**src/rtl/i2c_tgt_pkg.sv**
```systemverilog
`timescale 1ns/1ps
package i2c_tgt_pkg;

  typedef enum logic [2:0] {
    ST_IDLE,
    ST_RX,
    ST_ACK_OUT,
    ST_TX,
    ST_ACK_IN
  } tgt_state_e;

  typedef enum logic [1:0] {
    RL_ADDR,
    RL_PTR_HI,
    RL_PTR_LO,
    RL_WDATA
  } byte_role_e;

  // width code to byte count: 0 -> 1, 1 -> 2, 2/3 -> 4
  function automatic logic [2:0] size_to_bytes(input logic [1:0] code);
    case (code)
      2'd0:    size_to_bytes = 3'd1;
      2'd1:    size_to_bytes = 3'd2;
      default: size_to_bytes = 3'd4;
    endcase
  endfunction

  // left-align the significant bytes so the MSB leaves first
  function automatic logic [31:0] align_word(input logic [31:0] w, input logic [1:0] code);
    case (code)
      2'd0:    align_word = {w[7:0], 24'h0};
      2'd1:    align_word = {w[15:0], 16'h0};
      default: align_word = w;
    endcase
  endfunction

endpackage

```
**src/rtl/i2c_glitch_filter.sv**
```systemverilog
`timescale 1ns/1ps
module i2c_glitch_filter #(
  parameter int unsigned SYNC_STAGES = 2,
  parameter int unsigned FILT_LEN    = 3
) (
  input  logic clk,
  input  logic rst_n,
  input  logic line_i,
  output logic line_o
);
  localparam int unsigned CW = (FILT_LEN < 2) ? 1 : $clog2(FILT_LEN + 1);

  logic [SYNC_STAGES-1:0] sync_q;
  logic                   raw;

  always_ff @(posedge clk or negedge rst_n) begin
    if (!rst_n) sync_q <= '1;
    else        sync_q <= {sync_q[SYNC_STAGES-2:0], line_i};
  end
  assign raw = sync_q[SYNC_STAGES-1];

  generate
    if (FILT_LEN < 2) begin : g_pass
      always_ff @(posedge clk or negedge rst_n) begin
        if (!rst_n) line_o <= 1'b1;
        else        line_o <= raw;
      end
    end else begin : g_filt
      logic [CW-1:0] cnt;
      always_ff @(posedge clk or negedge rst_n) begin
        if (!rst_n) begin
          line_o <= 1'b1;
          cnt    <= '0;
        end else if (raw == line_o) begin
          cnt <= '0;
        end else if (cnt == CW'(FILT_LEN - 1)) begin
          line_o <= raw;
          cnt    <= '0;
        end else begin
          cnt <= cnt + 1'b1;
        end
      end

      AST_FILT_SETTLED: assert property (@(posedge clk) disable iff (!rst_n)
        !$stable(line_o) |-> ($past(raw, 1) == line_o && $past(raw, 2) == line_o));
    end
  endgenerate
endmodule

```
**src/rtl/i2c_bus_events.sv**
```systemverilog
`timescale 1ns/1ps
module i2c_bus_events (
  input  logic clk,
  input  logic rst_n,
  input  logic scl_f,
  input  logic sda_f,
  output logic scl_rise,
  output logic scl_fall,
  output logic start_evt,
  output logic stop_evt
);
  logic scl_q, sda_q;

  always_ff @(posedge clk or negedge rst_n) begin
    if (!rst_n) begin
      scl_q <= 1'b1;
      sda_q <= 1'b1;
    end else begin
      scl_q <= scl_f;
      sda_q <= sda_f;
    end
  end

  always_comb begin
    scl_rise  =  scl_f & ~scl_q;
    scl_fall  = ~scl_f &  scl_q;
    start_evt =  scl_f &  scl_q &  sda_q & ~sda_f;
    stop_evt  =  scl_f &  scl_q & ~sda_q &  sda_f;
  end
endmodule

```
**src/rtl/i2c_reg_target.sv**
```systemverilog
`timescale 1ns/1ps
module i2c_reg_target
  import i2c_tgt_pkg::*;
#(
  parameter logic [6:0]  DEV_ADDR    = 7'b0111000,
  parameter int unsigned PTR_W       = 16,
  parameter int unsigned SYNC_STAGES = 2,
  parameter int unsigned FILT_LEN    = 3
) (
  input  logic             clk,
  input  logic             rst_n,
  input  logic             scl_i,
  input  logic             sda_i,
  output logic             sda_oe,
  output logic [PTR_W-1:0] rd_addr,
  output logic             rd_req,
  input  logic [31:0]      rd_data,
  input  logic [1:0]       rd_size,
  output logic [PTR_W-1:0] wr_addr,
  output logic [31:0]      wr_data,
  output logic [2:0]       wr_bytes,
  output logic             wr_strobe
);
  localparam int unsigned HI_W      = PTR_W - 8;
  localparam int unsigned MAX_WBYTE = 4;

  // line conditioning, one filter per bus line
  logic [1:0] lines_in, lines_f;
  logic       scl_f, sda_f;
  assign lines_in = {scl_i, sda_i};

  for (genvar li = 0; li < 2; li++) begin : g_line
    i2c_glitch_filter #(.SYNC_STAGES(SYNC_STAGES), .FILT_LEN(FILT_LEN)) u_filt (
      .clk(clk), .rst_n(rst_n), .line_i(lines_in[li]), .line_o(lines_f[li]));
  end
  assign scl_f = lines_f[1];
  assign sda_f = lines_f[0];

  logic scl_rise, scl_fall, start_evt, stop_evt;
  i2c_bus_events u_evt (
    .clk(clk), .rst_n(rst_n), .scl_f(scl_f), .sda_f(sda_f),
    .scl_rise(scl_rise), .scl_fall(scl_fall),
    .start_evt(start_evt), .stop_evt(stop_evt));

  // transfer state
  tgt_state_e       state;
  byte_role_e       role;
  logic [2:0]       bitcnt;
  logic [7:0]       rx_sh;
  logic [7:0]       byte_in;
  logic             byte_done, ack_pend, is_read, mack, rd_wait;
  logic [7:0]       ptr_hi;
  logic [PTR_W-1:0] ptr;
  logic [31:0]      txbuf;
  logic [2:0]       tx_left;
  logic [31:0]      wacc;
  logic [2:0]       wcnt;

  assign byte_in = {rx_sh[6:0], sda_f};

  always_ff @(posedge clk or negedge rst_n) begin
    if (!rst_n) begin
      state     <= ST_IDLE;
      role      <= RL_ADDR;
      bitcnt    <= '0;
      rx_sh     <= '0;
      byte_done <= 1'b0;
      ack_pend  <= 1'b0;
      is_read   <= 1'b0;
      mack      <= 1'b0;
      rd_wait   <= 1'b0;
      ptr_hi    <= '0;
      ptr       <= '0;
      txbuf     <= '0;
      tx_left   <= '0;
      wacc      <= '0;
      wcnt      <= '0;
      sda_oe    <= 1'b0;
      rd_addr   <= '0;
      rd_req    <= 1'b0;
      wr_addr   <= '0;
      wr_data   <= '0;
      wr_bytes  <= '0;
      wr_strobe <= 1'b0;
    end else begin
      rd_req    <= 1'b0;
      wr_strobe <= 1'b0;
      rd_wait   <= rd_req;

      if (rd_wait) begin
        txbuf   <= align_word(rd_data, rd_size);
        tx_left <= size_to_bytes(rd_size);
      end

      if (start_evt || stop_evt) begin
        if (wcnt != 3'd0) begin
          wr_strobe <= 1'b1;
          wr_addr   <= ptr;
          wr_data   <= wacc;
          wr_bytes  <= wcnt;
        end
        wcnt      <= '0;
        wacc      <= '0;
        sda_oe    <= 1'b0;
        bitcnt    <= '0;
        byte_done <= 1'b0;
        role      <= RL_ADDR;
        state     <= start_evt ? ST_RX : ST_IDLE;
      end else begin
        case (state)
          ST_RX: begin
            if (scl_rise) begin
              rx_sh  <= byte_in;
              bitcnt <= bitcnt + 3'd1;
              if (bitcnt == 3'd7) begin
                byte_done <= 1'b1;
                case (role)
                  RL_ADDR: begin
                    if (byte_in[7:1] == DEV_ADDR) begin
                      ack_pend <= 1'b1;
                      is_read  <= byte_in[0];
                      if (byte_in[0]) begin
                        rd_req  <= 1'b1;
                        rd_addr <= ptr;
                      end
                    end else begin
                      ack_pend <= 1'b0;
                    end
                  end
                  RL_PTR_HI: begin
                    ptr_hi   <= byte_in;
                    ack_pend <= 1'b1;
                  end
                  RL_PTR_LO: begin
                    ptr      <= {ptr_hi[HI_W-1:0], byte_in};
                    ack_pend <= 1'b1;
                  end
                  default: begin
                    if (wcnt < 3'(MAX_WBYTE)) begin
                      wacc     <= {wacc[23:0], byte_in};
                      wcnt     <= wcnt + 3'd1;
                      ack_pend <= 1'b1;
                    end else begin
                      ack_pend <= 1'b0;
                    end
                  end
                endcase
              end
            end else if (scl_fall && byte_done) begin
              byte_done <= 1'b0;
              if (ack_pend) begin
                state  <= ST_ACK_OUT;
                sda_oe <= 1'b1;
              end else begin
                state  <= ST_IDLE;
                sda_oe <= 1'b0;
              end
            end
          end

          ST_ACK_OUT: begin
            if (scl_fall) begin
              bitcnt <= '0;
              sda_oe <= 1'b0;
              state  <= ST_RX;
              case (role)
                RL_ADDR: begin
                  if (is_read) begin
                    state  <= ST_TX;
                    sda_oe <= ~txbuf[31];
                  end else begin
                    role <= RL_PTR_HI;
                  end
                end
                RL_PTR_HI: role <= RL_PTR_LO;
                RL_PTR_LO: role <= RL_WDATA;
                default:   role <= RL_WDATA;
              endcase
            end
          end

          ST_TX: begin
            if (scl_fall) begin
              txbuf  <= {txbuf[30:0], 1'b0};
              bitcnt <= bitcnt + 3'd1;
              if (bitcnt == 3'd7) begin
                state   <= ST_ACK_IN;
                sda_oe  <= 1'b0;
                tx_left <= tx_left - 3'd1;
              end else begin
                sda_oe <= ~txbuf[30];
              end
            end
          end

          ST_ACK_IN: begin
            if (scl_rise) begin
              mack <= ~sda_f;
            end else if (scl_fall) begin
              bitcnt <= '0;
              if (mack && tx_left != 3'd0) begin
                state  <= ST_TX;
                sda_oe <= ~txbuf[31];
              end else begin
                state  <= ST_IDLE;
                sda_oe <= 1'b0;
              end
            end
          end

          default: sda_oe <= 1'b0;
        endcase
      end
    end
  end

  AST_OE_SCL_LOW: assert property (@(posedge clk) disable iff (!rst_n)
    !$stable(sda_oe) |-> !scl_f);
  AST_RD_PULSE: assert property (@(posedge clk) disable iff (!rst_n)
    rd_req |=> !rd_req);
  AST_WR_LEN: assert property (@(posedge clk) disable iff (!rst_n)
    wr_strobe |-> (wr_bytes != 3'd0 && wr_bytes <= 3'd4));
  AST_STOP_IDLE: assert property (@(posedge clk) disable iff (!rst_n)
    stop_evt |=> (state == ST_IDLE && !sda_oe));
  AST_IDLE_QUIET: assert property (@(posedge clk) disable iff (!rst_n)
    (state == ST_IDLE) |-> !sda_oe);
endmodule

```
**config.mk**
```make
export PLATFORM = sky130hd
export DESIGN_NAME = i2c_reg_target
export DESIGN_NICKNAME = d
export VERILOG_FILES = /design/src/rtl/i2c_tgt_pkg.sv /design/src/rtl/i2c_glitch_filter.sv /design/src/rtl/i2c_bus_events.sv /design/src/rtl/i2c_reg_target.sv
export SDC_FILE = /design/constraint.sdc
export NUM_CORES = 1
export LEC_CHECK = 0
export BUFFER_PORTS_ARGS = -buffer_cell sky130_fd_sc_hd__buf_4
export CAP_MARGIN = 20
export CORE_ASPECT_RATIO = 1.75
export CORE_MARGIN = 4
export CORE_UTILIZATION = 56
export CTS_BUF_LIST = sky130_fd_sc_hd__clkbuf_8
export CTS_CLUSTER_SIZE = 25
export DETAILED_ROUTE_END_ITERATION = 10
export PLACE_DENSITY = 0.78
export SETUP_SLACK_MARGIN = 0.3
export SYNTH_ARGS = -nofsm -noshare
export SYNTH_HDL_FRONTEND = slang
export SYNTH_SLANG_ARGS = --single-unit
```
**constraint.sdc**
```tcl
create_clock -name clk -period 2.9 [get_ports clk]
set_input_delay 0.58 -clock clk [delete_from_list [all_inputs] [get_ports clk]]
set_output_delay 0.58 -clock clk [all_outputs]
set_load 0.05 [all_outputs]
```
# == After elaboration in Yosys (flattened, before gate mapping) ==
# Index checks and enable logic that the tools add are counted.
# word_totals
reg_bits,196
in_bits,38
output_inout_bits,70
elab_cells,191
# op_classes
add_sub_neg,5
n_lt_le_gt_ge,1
eq_ne,24
n_mux,82
n_bitwise,16
n_reduce_logical,33
# op_table
op,n
32-bit two-way mux,10
3-bit two-way mux,24
32-bit case mux with 2 select lines,1
1-bit two-way mux,29
3-bit != test (second input constant),9
2-bit two-way mux,12
3-bit case mux with 4 select lines,2
5-bit AND reduction,3
3-bit AND reduction,4
6-bit AND reduction,2
2-bit nonzero test,6
1-bit NOT,9
3-bit nonzero test,3
4-bit AND reduction,2
8-bit AND reduction,1
1-bit bitwise AND,7
7-bit by 6-bit == test with 1-bit output (second input constant),1
7-bit AND reduction,1
3-bit by 1-bit adder with 3-bit output (second input constant),2
2-bit == test (second input constant),3
3-bit by 2-bit == test with 1-bit output (second input constant),2
3-bit == test (second input constant),2
3-bit case mux with 2 select lines,1
2-bit AND reduction,3
17 further kinds,22

# == Depth between registers and ports, before layout ==
# Gate-level depths: netlist of run 1.
# logic_depth
depth_word,7
ltp_mapped,9
ltp_nobuf,7

# == Cells and area by module ==
# A second synthesis of run 1 with hierarchy kept.
# hier_totals
cells_unflattened,669
area_unflattened_um2,8360.5
# modules_own_cells
mod,n_inst,cells_per_inst,area_each_um2,seq_area_each_um2
i2c_reg_target,1,643,7917.6,4604.4
i2c_glitch_filter,2,10,178.9,128.9
i2c_bus_events,1,6,85.1,52.6

# == Worst setup path after synthesis of run 1 ==
# Ideal clock, no wire load.
# synth_timing
path_type,register -> register
start,reg g_line[1].u_filt.line_o
end,reg wr_addr[0]
setup_time_ns,0.125
arrival_time_ns,1.990
path_slack_ns,0.785
path_stages_with_launch,8
synth_period_minus_slack_ns,2.115
path_cell_list,dfstp_2 > buf_2 > nand2_1 > or2_2 > buf_2 > a21oi_2 > buf_2 > mux2_2
# synth_between
elab_chain_cells,5
elab_cells_between_ends,7
# synth_rtl
item,line_no,rtl
from (decl),i2c_glitch_filter.sv:9,output logic line_o
from (signal assigned),i2c_glitch_filter.sv:37,line_o <= raw;
1-bit bitwise AND *,"i2c_bus_events.sv:27, i2c_bus_events.sv:28",
1-bit bitwise AND (on tied branches) (2 in a row),"i2c_bus_events.sv:27, i2c_bus_events.sv:28",
1-bit logical OR *,i2c_reg_target.sv:95,if (start_evt || stop_evt) begin
2-bit AND reduction (no source line) *,-,
to (signal assigned),i2c_reg_target.sv:98,wr_addr <= ptr;
to (decl),i2c_reg_target.sv:19,"output logic [PTR_W-1:0] wr_addr,"
# Mark *: on every way between the ends. The rest lies on a longest branch, timed or not.
# A chain may end at the register's enable or synchronous reset.

# == Worst setup path after layout of run 1 ==
# layout_timing
start,reg g_line[1].u_filt.line_o
end,reg wr_data[5]
# layout_between
elab_chain_cells,5
elab_cells_between_ends,7
# layout_rtl
item,line_no,rtl
1-bit bitwise AND *,"i2c_bus_events.sv:27, i2c_bus_events.sv:28",
1-bit bitwise AND (on tied branches) (2 in a row),"i2c_bus_events.sv:27, i2c_bus_events.sv:28",
1-bit logical OR *,i2c_reg_target.sv:95,
2-bit AND reduction (no source line) *,-,
to (signal assigned),i2c_reg_target.sv:99,wr_data <= wacc;
to (decl),i2c_reg_target.sv:20,"output logic [31:0] wr_data,"
# Marks and branches as above.

==> results.md, run 1 <==
- The number of synthesized flops with an enable pin is 0.
- The initial utilization of the core area, before any placement, comes to 0.567.
- The count of max-cap constraint violations is 0.
- The finished layout holds 1022 standard cells, fillers aside.
- The largest stage delay on the critical path is roughly 640 ps.
- The tree is rooted in a sky130_fd_sc_hd__clkbuf_8.
- The total length of routed wires is 17700 µm.
- Of the total power, the clock network draws 0.333.
- Setup violations remaining at the end of the flow were counted as 0.
- The switching part of the total power is 0.296.
- The gate count of the mapped netlist is approximately 730.
- The internal power of the cells totals 3800 µW.
- The top-area cell type share of the netlist area is 0.559.
- The analysis attributes to net switching a power of 1590 µW.
- The count of filler cells inserted in the layout is ~1100.
- The iteration-0 DRC count of the detailed router is 316.
- After detailed routing, the number of remaining DRC violations is 0.
- The met1 capacity usage during global routing is 0.264.
- The async set-reset flop share out of synthesis is 1.00.
- The number of max-slew violations in the final report was 0.
- The post-route clock period utilization is 0.811.
- The maximum fanout encountered on the critical timing path is ~50.
- The path class of the tightest hold or removal check is in2async.
- The number of antenna violations at the first check in global routing came to 0.
- Synthesis inferred slightly below 200 register bits.
- The synthesized area per cell is between 10 and 15 µm².
- Using the TritonRoute via totals, the vias-per-cell ratio works out to about 5.6.
- The final hold violation count was 0.
- The maximum level of the CTS H-tree is 4.
- After clock tree synthesis, the repair step resized 0 gates.
- Hold repair after CTS inserted 0 buffers.
- The via count of the first global-routing pass is 5989.
- In this run, distinct cell masters in the synthesized netlist total 48.
- The number of nets in the synthesized netlist is 784.
- The maximum clock frequency is 425 MHz.
- The slew at the pin with the worst max-slew slack is about 760 ps.
- The detail route stage leaves a number of antenna-violating nets equal to 0.
- Summing all placed instances gives a cell area of 9380 µm².
- The share of total power in combinational logic is 0.117.
- The flow ran to the end, and the final reports show no timing, DRC or antenna violations.
- The worst setup path is launched from a register.
- The CTS tree is yes.
- The standard cell core area is 14800 µm².
- The die covers ~17000 µm².
- 0 antenna diodes ended up in the layout.
- IR analysis of the VDD net gives a maximum drop of 0.000490 V.
- Dividing total power by cell area gives a power density of 549 nW/µm².
- The cell family contributing the most delay on the critical path is flip-flops.
- The total power is 5390 µW.
- STA puts the critical path data required time at 3260 ps.
- Relative to the synthesized area, the layout overhead comes to 16.6%.
- Setup repair after global routing left no endpoint under its margin.
- The post-detailed-placement half-perimeter wirelength is 12300 µm.
- The share of final-layout standard cells stronger than drive strength 1 is 0.318.
- The biggest area contributor in the post-synthesis netlist is sky130_fd_sc_hd__dfrtp_1.
- Traced cell by cell, the critical path runs through nand2_1, or2_2, buf_4, a21oi_4, buf_12, mux2_2.
- The fraction of met2 tracks used by global routing is 0.370.
- The final-stage net count is 876.
- Measured along the y axis, the die boundary spans 170 µm.
- Counting tap cells, the placed design contains a total of 990 instances.
- At the end of routability-driven placement, the weighted congestion stood at 0.806.
- The most instantiated flip-flop cell in the synthesis netlist is sky130_fd_sc_hd__dfrtp_1.
- The number of optimization iterations in the first detailed-route pass is 5.
- The mapped cell area is 8410 µm².
- The total number of placement rows is just under 60.
- The die is 101 µm wide.
- After routing, the total negative slack on setup checks comes to 0 ps.
- ~110 I/O pins were placed.
- In the final routed layout, each cell accounts on average for 17.3 µm.
- The data arrival at the endpoint of the critical path is 2710 ps.
- The sequential share of power is 0.551.
- The pin count of the biggest net entering global routing is 67.
- Clock latency on the worst-skew pair, taken at its later pin, is 480 ps.
- The wire length of the first global-routing pass is 29600 µm.
- The leading cell type in the layout, fill and taps excluded is sky130_fd_sc_hd__dfrtp_1.
- For this design the static power due to leakage is 0.00475 µW.
- The via total after detailed routing is 5756.
- The library cells used most frequently in the layout, excluding fill and tap cells, are 188 x sky130_fd_sc_hd__dfrtp_1, 138 x sky130_fd_sc_hd__nand2_1, 114 x sky130_fd_sc_hd__buf_4, 100 x sky130_fd_sc_hd__mux2_2, 62 x sky130_fd_sc_hd__o21ai_0.
- Among all stages on the critical path, the largest delay is contributed by sky130_fd_sc_hd__dfstp_2.
- The worst setup path is of the reg2reg kind.
- The number of setup buffers added after CTS is 0.
- The worst pin sits at a relative slew slack of 0.492.
- The number of buffers between clock root and the deepest sink is 2.
- The total non-filler cell area in the finished layout is 9810 µm².
- The total overflow left after global routing is 0.
- In the global route stage, overall resource usage came out at 0.218.
- The final period demand of the worst path is between 2000 and 2500 ps.
- The Yosys step of the flow raised 0 warnings.
- STA classifies the critical path endpoint as a register.
- In this run the tool buffered the top-level ports with 107 buffer cells.
- The clock-pin transition on the worst setup and hold timing paths is 110 ps.
- The buffering stage count on the worst path with inverters included is 2.
- After synthesis, the cell types taking the most area are sky130_fd_sc_hd__dfrtp_1 56%, sky130_fd_sc_hd__mux2_2 13%, sky130_fd_sc_hd__nand2_1 6.2%.
- The clock net in this run drives a total of slightly below 200 sinks.
- The number of clock buffers inserted by TritonCTS is 17.
- The sequential area share after synthesis is 0.584.
- In the global route stage, met3 resource usage came out at 0.0484.
- met2 is the most crowded layer.
- Across the routed clock network, the largest skew measured is 19.2 ps.
final cells by class:
cell class | instances | area [µm²] | area share
Inverter | 12 | 45.0 | 0.00459
Clock inverter | 14 | 180 | 0.0184
Clock buffer | 18 | 248 | 0.0253
Sequential cell | 196 | 4910 | 0.501
Multi-Input combinational cell | 481 | 3260 | 0.333
Tap cell | 183 | 229 | 0.0233
Timing Repair Buffer | 118 | 930 | 0.0948
final timing paths:
kind,from,endpoint,slack [ps],cells past startpoint
max reg2reg,g_line[1].u_filt.line_o,wr_data[5],550,6
min reg2reg,g_line[0].u_filt.sync_q[0],g_line[0].u_filt.sync_q[1],360,0
max,g_line[1].u_filt.line_o,wr_data[5],550,6
max in group asynchronous,rst_n,wacc[31],2070,2
min in group clk,sda_i,g_line[0].u_filt.sync_q[0],210,1
min,rst_n,txbuf[14],40,1
synthesized netlist by cell type, types with 2 or more instances:
cell                         n
sky130_fd_sc_hd__inv_1      12
sky130_fd_sc_hd__nand2_1   138
sky130_fd_sc_hd__xor2_1      2
sky130_fd_sc_hd__o22ai_1     3
sky130_fd_sc_hd__nor3b_1     4
sky130_fd_sc_hd__nand2b_1    7
sky130_fd_sc_hd__dfrtp_1   188
sky130_fd_sc_hd__mux2i_1    21
sky130_fd_sc_hd__nand3_1    37
sky130_fd_sc_hd__o211ai_1    9
sky130_fd_sc_hd__o21ai_0    62
sky130_fd_sc_hd__nor2_1     10
sky130_fd_sc_hd__buf_1       4
sky130_fd_sc_hd__and3_1      2
sky130_fd_sc_hd__ha_1       12
sky130_fd_sc_hd__nor2b_1    19
sky130_fd_sc_hd__dfstp_2     8
sky130_fd_sc_hd__or2_2       2
sky130_fd_sc_hd__clkbuf_1   26
sky130_fd_sc_hd__xnor2_1     3
sky130_fd_sc_hd__buf_2      12
sky130_fd_sc_hd__nor3_1      4
sky130_fd_sc_hd__a21oi_1     7
sky130_fd_sc_hd__buf_4       2
sky130_fd_sc_hd__o31ai_1     3
sky130_fd_sc_hd__mux2_2    100
sky130_fd_sc_hd__a31oi_1    16
power groups by stage:
stage	logic (µW)	registers (µW)	clock network [µW]
finish	628	2970	1790
floorplan	459	2960	0
detailed placement	633	3020	0
CTS	636	2970	1840
global placement	599	3000	0
global route	699	2990	1950
worst reg2reg max path, stage by stage (launching register included):
cell and delay (ps):
sky130_fd_sc_hd__dfstp_2 640, sky130_fd_sc_hd__nand2_1 100, sky130_fd_sc_hd__or2_2 360, sky130_fd_sc_hd__buf_4 270
sky130_fd_sc_hd__a21oi_4 190, sky130_fd_sc_hd__buf_12 290, sky130_fd_sc_hd__mux2_2 410
stage by stage:
stage | worst slack, ps | util | hold slack, ps
5_1_grt | 414 | 0.661 | 55.4
2_1_floorplan | 785 | - | 284
6_report | 548 | 0.661 | 40.4
3_3_place_gp | 630 | 0.632 | 346
3_5_place_dp | 545 | 0.632 | 347
4_1_cts | 536 | 0.661 | 34.5
kinds of logic (layout without fill, tap and decap cells):
kind of cell               Yosys count  count (layout)  synth area share
muxes                              121             121             0.159
adders and majority gates           12              12            0.0179
and+or+nand+nor                    231             231             0.126
xor gates and xnor gates             5               5           0.00521
AOI/OAI and AO/OA                  112             112            0.0786
DFF                                196             196             0.584
buffers and inverters               57             162            0.0290
registers in the layout, summed over array words and instances (netlist names), 7 cells and up:
register	cells
txbuf	32
wr_data	32
rx_sh	7
ptr	16
ptr_hi	8
rd_addr	16
wr_addr	16
wacc	32
routing by layer:
layer | wire (µm) | up-vias
met2 | 9290 | 175
met5 | 0 | -
met1 | 6840 | 2816
li1 | - | 2726
met3 | 941 | 39
met4 | 597 | 0
(Power assumes the default switching activity.)
==> run 2: changes to the inputs <==
- CORE_UTILIZATION: 56 -> 54
- clock period: 2.9 -> 2.12 ns (I/O delays scaled with it)
==> run 2 against run 1 <==
Clock power grew 39%; clock skew grew 6.5 ps; critical path depth grew 1; sequential share of layout area shrank 5.2 points; power grew 43%; combinational power grew 89%; highest routed layer unchanged; count of clock-buffer cells in the layout shrank 1; setup slack lost 410 ps; largest power group unchanged; die area grew 3.5%.
==> results.md, run 2 (synthesis gave the netlist of run 1 again) <==
- The count of filler cells inserted in the layout is 999.
- The via count of the first global-routing pass is just over 6000.
- The CTS tree is yes.
- The placer congestion estimate is 0.869.
- Measured against its own limit, the worst slew margin works out to 0.588.
- Setup repair after global routing could not meet its margin everywhere.
- The kind of cell adding the most delay to the critical path is simple AND/OR/NAND/NOR gates.
- The number of DRC violations after detailed routing is 0.
- Summed over all cells, the static leakage comes to around 0.0053 µW.
- The number of setup violations in the final report is 0.
- The total global-route track usage is 0.219.
- In the final layout, the registers with the most flip-flops are txbuf: 32 flops, wacc: 32 flops, wr_data: 32 flops.
- The met1 capacity usage during global routing is 0.282.
- At the later pin of the worst-skew pair, clock insertion delay measures 490 ps.
- The finished cells cover 10900 µm².
- The total power is 7700 µW.
- The top cell types in the final layout, fill and taps aside, are 187 x sky130_fd_sc_hd__dfrtp_1, 135 x sky130_fd_sc_hd__buf_4, 119 x sky130_fd_sc_hd__nand2_1, 70 x sky130_fd_sc_hd__mux2_2, 58 x sky130_fd_sc_hd__o21ai_0.
- The die is between 100 and 150 µm wide.
- In the final layout, the share of cells above drive strength 1 is 0.421.
- The largest stage delay on the critical path is 450 ps.
- The floorplan die height is 173 µm.
- The slew at the pin with the worst max-slew slack is 619 ps.
- The maximum level of the CTS H-tree is 4.
- The number of max-slew violations in the final report is 0.
- The placed instances occupy a cell area of roughly 9500 µm².
- The data arrival at the endpoint of the critical path is around 2400 ps.
- The iteration-0 DRC count of the detailed router is 559.
- In the final routed layout, each cell accounts on average for 21.2 µm.
- The floorplan step defined a die boundary enclosing 17700 µm².
- The sort of element at the start of the critical path is a register.
- The final hold violation count is 0.
- Hold is met by approximately 48 ps.
- The wire length of the first global-routing pass is 30800 µm.
- STA classifies the critical path endpoint as a register.
- The flow ran to the end, and the final reports show no timing, DRC or antenna violations.
- VDD sags by at most between 0.0005 and 0.0006 V.
- The final route contains 6462 vias.
- The worst clock skew on the final layout is 25.8 ps.
- The buffer cell driving the clock tree root is sky130_fd_sc_hd__clkbuf_8.
- The path class of the tightest hold or removal check is in2reg.
- Summing all flip-flop and latch instances after layout gives roughly 5000 µm².
- The area taken by multi-input logic gates is 3710 µm².
- The endpoint of the lowest-slack register-to-register path is rd_addr[13].
- For this design the top-level I/O count stands at 108.
- STA puts the critical path data required time at 2490 ps.
- The number of antenna violations at the first check in global routing was 0.
- For hold timing, the worst endpoint is g_line[1].u_filt.sync_q[0].
- The hold path depth is 1.
- The power per standard cell area is just over 700 nW/µm².
- TritonCTS created 17 clock buffers.
- Entering global routing, the biggest net connects 64 pins.
- The total number of placement rows is 60.
- Counting along the longest clock path gives a buffer depth of 2.
- The area added between synthesis and finish is 30.1%.
- The critical path goes through inv_2, ha_4, nand2b_1, nor4_4, nand3_4, buf_12, mux2_2.
- After global routing the overflow that remains totals 0.
- The routing usage on met3 is 0.0420.
- The worst register-to-register path has a depth of 7.
- The post-route clock period utilization is 0.934.
- The post-detailed-placement half-perimeter wirelength is 12200 µm.
- The number of optimization iterations in the first detailed-route pass is 5.
- Clock-pin slew was measured on the worst setup and hold paths at 100 ps.
- Max-cap violations in this run came to 0.
- The number of antenna cells inserted is 0.
- The clock drives slightly below 200 sinks.
- The startpoint identified for the worst hold timing path is scl_i.
- The detail-routed via count per cell is 6.01.
- The maximum fanout encountered on the critical timing path is 12.
- The total length of routed wires is approximately 23000 µm.
- The total of buffers placed on input and output ports is 107.
- The net count of the finished layout is 927.
- The critical path class is reg2reg.
- The fraction of met2 tracks used by global routing is 0.358.
- The final period demand of the worst path is between 1500 and 2000 ps.
- Timing would allow up to 505 MHz.
- The critical path contains buffers and inverters numbering 2 combined.
- In this run the remaining antenna-violating nets after routing total 0.
- The region available for standard cell placement spans 15300 µm².
- In this run the critical register-to-register path is launched from role[1].
- The worst register-to-register path has a setup slack of 140 ps.
- The critical path starts at role[1].
- The leading cell type in the layout, fill and taps excluded is sky130_fd_sc_hd__dfrtp_1.
- The global routing stage identified its most utilized layer as met2.
- On the critical path, the stage with the largest delay is an instance of sky130_fd_sc_hd__dfrtp_1.
- The initial utilization of the core area, before any placement, comes to 0.549.
[run 2: repair_timing]
item	in CTS	in global routing
gates resized for setup	14	108
setup buffers	14	13
setup endpoints to repair	128	129
hold buffers	1	0
pin swaps	4	52
cloned	2	15
hold endpoints to repair	25	0
[run 2: how the worst max path moves through the flow]
| stage | end | slack [ps] | depth (start not counted) |
|---|---|---|---|
| after floorplan | bitcnt[0] | 130 | 6 |
| after global placement | ptr[14] | 70 | 6 |
| after detailed placement | rd_addr[14] | -10 | 6 |
| after CTS | wr_addr[12] | 250 | 6 |
| after global routing | wr_bytes[2] | 80 | 6 |
| final | rd_addr[13] | 140 | 7 |
[run 2: metrics by stage]
stage	setup slack [ps]	setup TNS [ps]	util	instances
2_1_floorplan	134	0	-	734
3_3_place_gp	72.4	0	0.619	999
3_5_place_dp	-13.2	-128	0.619	999
4_1_cts	253	0	0.661	1047
5_1_grt	81.6	0	0.714	1075
6_report	139	0	0.714	1075
[run 2: power by group]
group | leakage (µW) | internal (µW) | switching [µW] | total, µW
registers | 0.00252 | 3900 | 126 | 4020
logic | 0.00256 | 477 | 709 | 1190
clock network | 0.000198 | 992 | 1500 | 2490
[run 2: final cells by class]
type | instances | area share
Clock buffer | 17 | 0.0214
Sequential cell | 196 | 0.449
Multi-Input combinational cell | 481 | 0.340
Tap cell | 186 | 0.0213
Inverter | 12 | 0.00412
Clock inverter | 14 | 0.0152
Timing Repair Buffer | 169 | 0.149
[run 2: routing by layer]
layer	wire length (µm)	vias to the layer above	share of wire
met5	0	-	0
li1	-	2822	-
met4	1060	0	0.047
met2	11800	313	0.52
met3	1270	86	0.056
met1	8630	3241	0.38
==> run 3: changes to the inputs <==
- CORE_MARGIN: 4 -> 3
- SYNTH_HIERARCHICAL: not set -> 1
==> run 3 against run 2 <==
Critical path type unchanged; power up 19%; combinational power up 90%; sequential share of layout area down 3.4 points.
==> results.md, run 3 <==
- The run finished with clean final reports.
- The post-route worst hold slack is 63.9 ps.
- The element type at the critical path end is a register.
- The number of setup violations in the final report is 0.
- Headroom to the max-slew limit came out at 0.679.
- The largest family of logic cells by synthesized area is multiplexers.
- From bottom edge to top edge, the die measures 171 µm.
- sky130_fd_sc_hd__dfrtp_1 is the most common cell in the netlist.
- The CTS tree is yes.
- The final hold violation count came to 0.
- The total power is between 9000 and 10000 µW.
- Across the run, the number of max-cap violations was 0.
- The maximum fanout encountered on the critical timing path is 3.
- The met3 wire length is around 1500 µm.
- The number of antenna violations at the first check in global routing came to 0.
- The pin count of the biggest net entering global routing is 62.
- Counting along the longest clock path gives a buffer depth of 2.
- The via count of the first global-routing pass is 6564.
- The mapped cell area is 8360 µm².
- The clock tree synthesis step divided the H-tree into 4 levels.
- The HPWL after detailed placement is 12100 µm.
- The worst clock skew on the final layout is 24.2 ps.
- In the layout the commonest cells are 188 x sky130_fd_sc_hd__dfrtp_1, 146 x sky130_fd_sc_hd__buf_4, 54 x sky130_fd_sc_hd__mux2_4, 50 x sky130_fd_sc_hd__mux2_2, 39 x sky130_fd_sc_hd__nand2_1.
- The total number of yosys warnings is 6.
- Across every metal layer, demand over resource in global routing totals 0.256.
- The synthesized area per cell is 12.5 µm².
- The initial core utilization is 0.555.
- In this run, distinct cell masters in the synthesized netlist total between 40 and 50.
- Of the total synthesized cell area, the portion taken by XOR and XNOR cells is 0.00314.
- Of the post-synthesis cell area, the dominant cell type holds 0.563.
- The power per standard cell area is 772 nW/µm².
- The number of synthesized flops with an enable pin is 0.
- Leaving out fill and tap cells, the most frequent cell in the layout is sky130_fd_sc_hd__dfrtp_1.
- Of the available clock period, the critical path in the final layout requires 0.964.
- Summed over all cells, the static leakage comes to 0.00549 µW.
- The post-synthesis net count is 719.
- Counting flops with an async set or reset pin after synthesis yields a share of 1.00.
- The iteration-0 DRC count of the detailed router is ~550.
- The worst voltage drop across the vdd grid is 0.000657 V.
- For this design, the sink count on the clock tree is 196.
- After synthesis, the most frequently instantiated cells are 188 x sky130_fd_sc_hd__dfrtp_1, 92 x sky130_fd_sc_hd__mux2_2, 68 x sky130_fd_sc_hd__nand2_1, 55 x sky130_fd_sc_hd__o21ai_0, 36 x sky130_fd_sc_hd__a22o_1.
- Once detail routing completed, the nets flagged for antenna violations numbered 0.
- The detailed router used layers up to and including met4.
- Dividing the detail-routed wire length by the instance count gives around 25 µm.
- The largest stage delay on the critical path is 550 ps.
- Using the TritonRoute via totals, the vias-per-cell ratio works out to between 6 and 7.
- The placer congestion estimate is 0.947.
- The largest registers in the layout are txbuf: 32 flops, wacc: 32 flops, wr_data: 32 flops.
- Of the total synthesized cell area, the portion taken by AND, OR, NAND and NOR gates is 0.0884.
- Synthesis inferred 196 register bits.
- The wire length the detailed router placed on met1 is 9380 µm.
- The number of max-slew violations in the final report is 0.
- After global routing the overflow that remains totals 0.
- Measured on the finished design, the core utilization comes to 0.785.
- The number of clock buffers inserted by TritonCTS is 17.
- Sorting the synthesized cells by area gives the leading types as sky130_fd_sc_hd__dfrtp_1 56%, sky130_fd_sc_hd__mux2_2 12%, sky130_fd_sc_hd__a22o_1 3.8%.
- The worst-case setup slack after placement is -41.5 ps.
- The data arrival at the endpoint of the critical path is 2460 ps.
- The signal on the critical path passes through and4b_2, buf_4, or2_4, or4b_4, a21oi_2, o31a_1.
- The synthesized design spends more area on one cell type than any other, namely sky130_fd_sc_hd__dfrtp_1.
- Of the synthesized area, sequential elements account for 0.588.
- Based on the critical path, the design can be clocked at up to just under 500 MHz.
- The portion of synthesized area spent on multiplexers is 0.165.
- The most instantiated flip-flop cell in the synthesis netlist is sky130_fd_sc_hd__dfrtp_1.
- The total length of routed wires is 25800 µm.
- The class of the most critical hold timing path is in2reg.
- Relative to the synthesized area, the layout overhead comes to 41.5%.
- The finished cells cover 11800 µm².
- The final period demand of the worst path is 2040 ps.
- The clock latency on the worst-skew pair is 480 ps.
- The wire length of the first global-routing pass is 34400 µm.
- Pin placement for this block handled 108 I/O pins.
- Summing all placed instances gives a cell area of 9590 µm².
- For the worst setup path, the data required time is 2540 ps.
- The area taken by multi-input logic gates is approximately 4000 µm².
- On the critical path, the stage with the largest delay is an instance of sky130_fd_sc_hd__dfstp_2.
- The gate count of the mapped netlist is 669.
- The share of final-layout standard cells stronger than drive strength 1 is 0.510.
- The first TritonRoute pass finished after 7 iterations.
- The standard cell core area is about 15000 µm².
- The fraction of the mapped netlist area in compound gates is 0.111.
- The setup slack of the critical path after layout is 77.1 ps.
- Wire segments on met2 add up to 13400 µm in the final route.
- The die area is 17100 µm².
- The setup check on the worst reg-to-reg path leaves a slack of between 70 and 80 ps.
- At the pin with the least slew margin, the transition time is 482 ps.
- The number of DRC violations after detailed routing is 0.
- The die extent in x is around 100 µm.
- The clock-pin transition on the worst setup and hold timing paths is 110 ps.
- The via total after detailed routing is about 6600.
- STA classifies the critical path startpoint as a register.
- The critical path class is reg2reg.
- 0 antenna diodes ended up in the layout.
- The area used by sequential logic in the layout is 4910 µm².
- After filler insertion, the fill cell instance count of the layout stands at around 770.
- The total number of placement rows is between 50 and 60.
- The buffer cell driving the clock tree root is sky130_fd_sc_hd__clkbuf_8.
- Setup repair after global routing could not meet its margin everywhere.
- The final layout contains 902 nets.
- Of the total synthesized cell area, the portion taken by full adders, half adders and majority gates is 0.0180.
- The total of buffers placed on input and output ports is 107.
-- run 3: changes by cell type after synthesis, moves of 3 or more --
cell,delta
sky130_fd_sc_hd__mux2_2,-8
sky130_fd_sc_hd__nand3_1,-32
sky130_fd_sc_hd__buf_1,-3
sky130_fd_sc_hd__mux2_1,+10
sky130_fd_sc_hd__a22o_1,+36
sky130_fd_sc_hd__nand2_1,-70
sky130_fd_sc_hd__nor3_1,+3
sky130_fd_sc_hd__inv_1,-4
sky130_fd_sc_hd__nand2b_1,-3
sky130_fd_sc_hd__o21ai_0,-7
-- run 3: layer usage --
layer | global-route usage | vias to the layer above
li1 | - | 2770
met1 | 0.314 | 3338
met2 | 0.447 | 383
met3 | 0.0347 | 139
met4 | 0.117 | 0
met5 | 0 | -
-- run 3: what timing repair did --
item	CTS	global route
hold buffers	1	0
setup buffers	35	13
resized for setup	91	124
cloned	13	14
setup endpoints to repair	168	177
pin swaps	19	60
hold endpoints to repair	49	0
-- run 3: cell type report --
type / instances / area share
inverters: 8 / 0.00254
well taps: 183 / 0.0194
repair buffers: 205 / 0.187
multi-input cells: 424 / 0.336
flip-flops and latches: 196 / 0.415
clock buffers: 17 / 0.0198
clock inverters: 15 / 0.0198
-- run 3: logic make-up after synthesis --
logic type | after synthesis
muxes | 124
DFF | 196
and+or+nand+nor | 141
adders and majority gates | 12
AOI/OAI and AO/OA | 141
xor gates and xnor gates | 3
buffers and inverters | 52
-- run 3: path summary, 6_finish.rpt --
path                                       startpoint                          to  cells after the start
setup / recovery                          u_evt/sda_q                      sda_oe                      6
hold / removal                                  sda_i  g_line[0].u_filt/sync_q[0]                      1
setup reg to reg                          u_evt/sda_q                      sda_oe                      6
hold reg to reg            g_line[0].u_filt/sync_q[0]  g_line[0].u_filt/sync_q[1]                      0
max in group asynchronous                       rst_n  g_line[0].u_filt/sync_q[0]                      3
min in group asynchronous                       rst_n                    txbuf[6]                      2
-- run 3: critical path, delay by kind of cell (launching register included) --
| kind | cells | cell delay (ps) |
|---|---|---|
| AOI/OAI and AO/OA | 2 | 250 |
| DFF | 1 | 550 |
| buffers and inverters | 1 | 150 |
| and+or+nand+nor | 3 | 1050 |
-- run 3: where the power goes --
part | internal, µW | switching, µW | leakage (µW) | total (µW)
registers | 3950 | 222 | 0.00252 | 4170
clock network | 1150 | 1560 | 0.000228 | 2710
logic | 1170 | 1090 | 0.00274 | 2260
total | 6260 | 2870 | 0.00549 | 9130
-- run 3: per-stage QoR --
stage / setup TNS, ps / cells
floorplan: 0 / 669
global placement: 0 / 940
detailed placement: -254 / 940
CTS: 0 / 1021
global route: 0 / 1048
finish: 0 / 1048
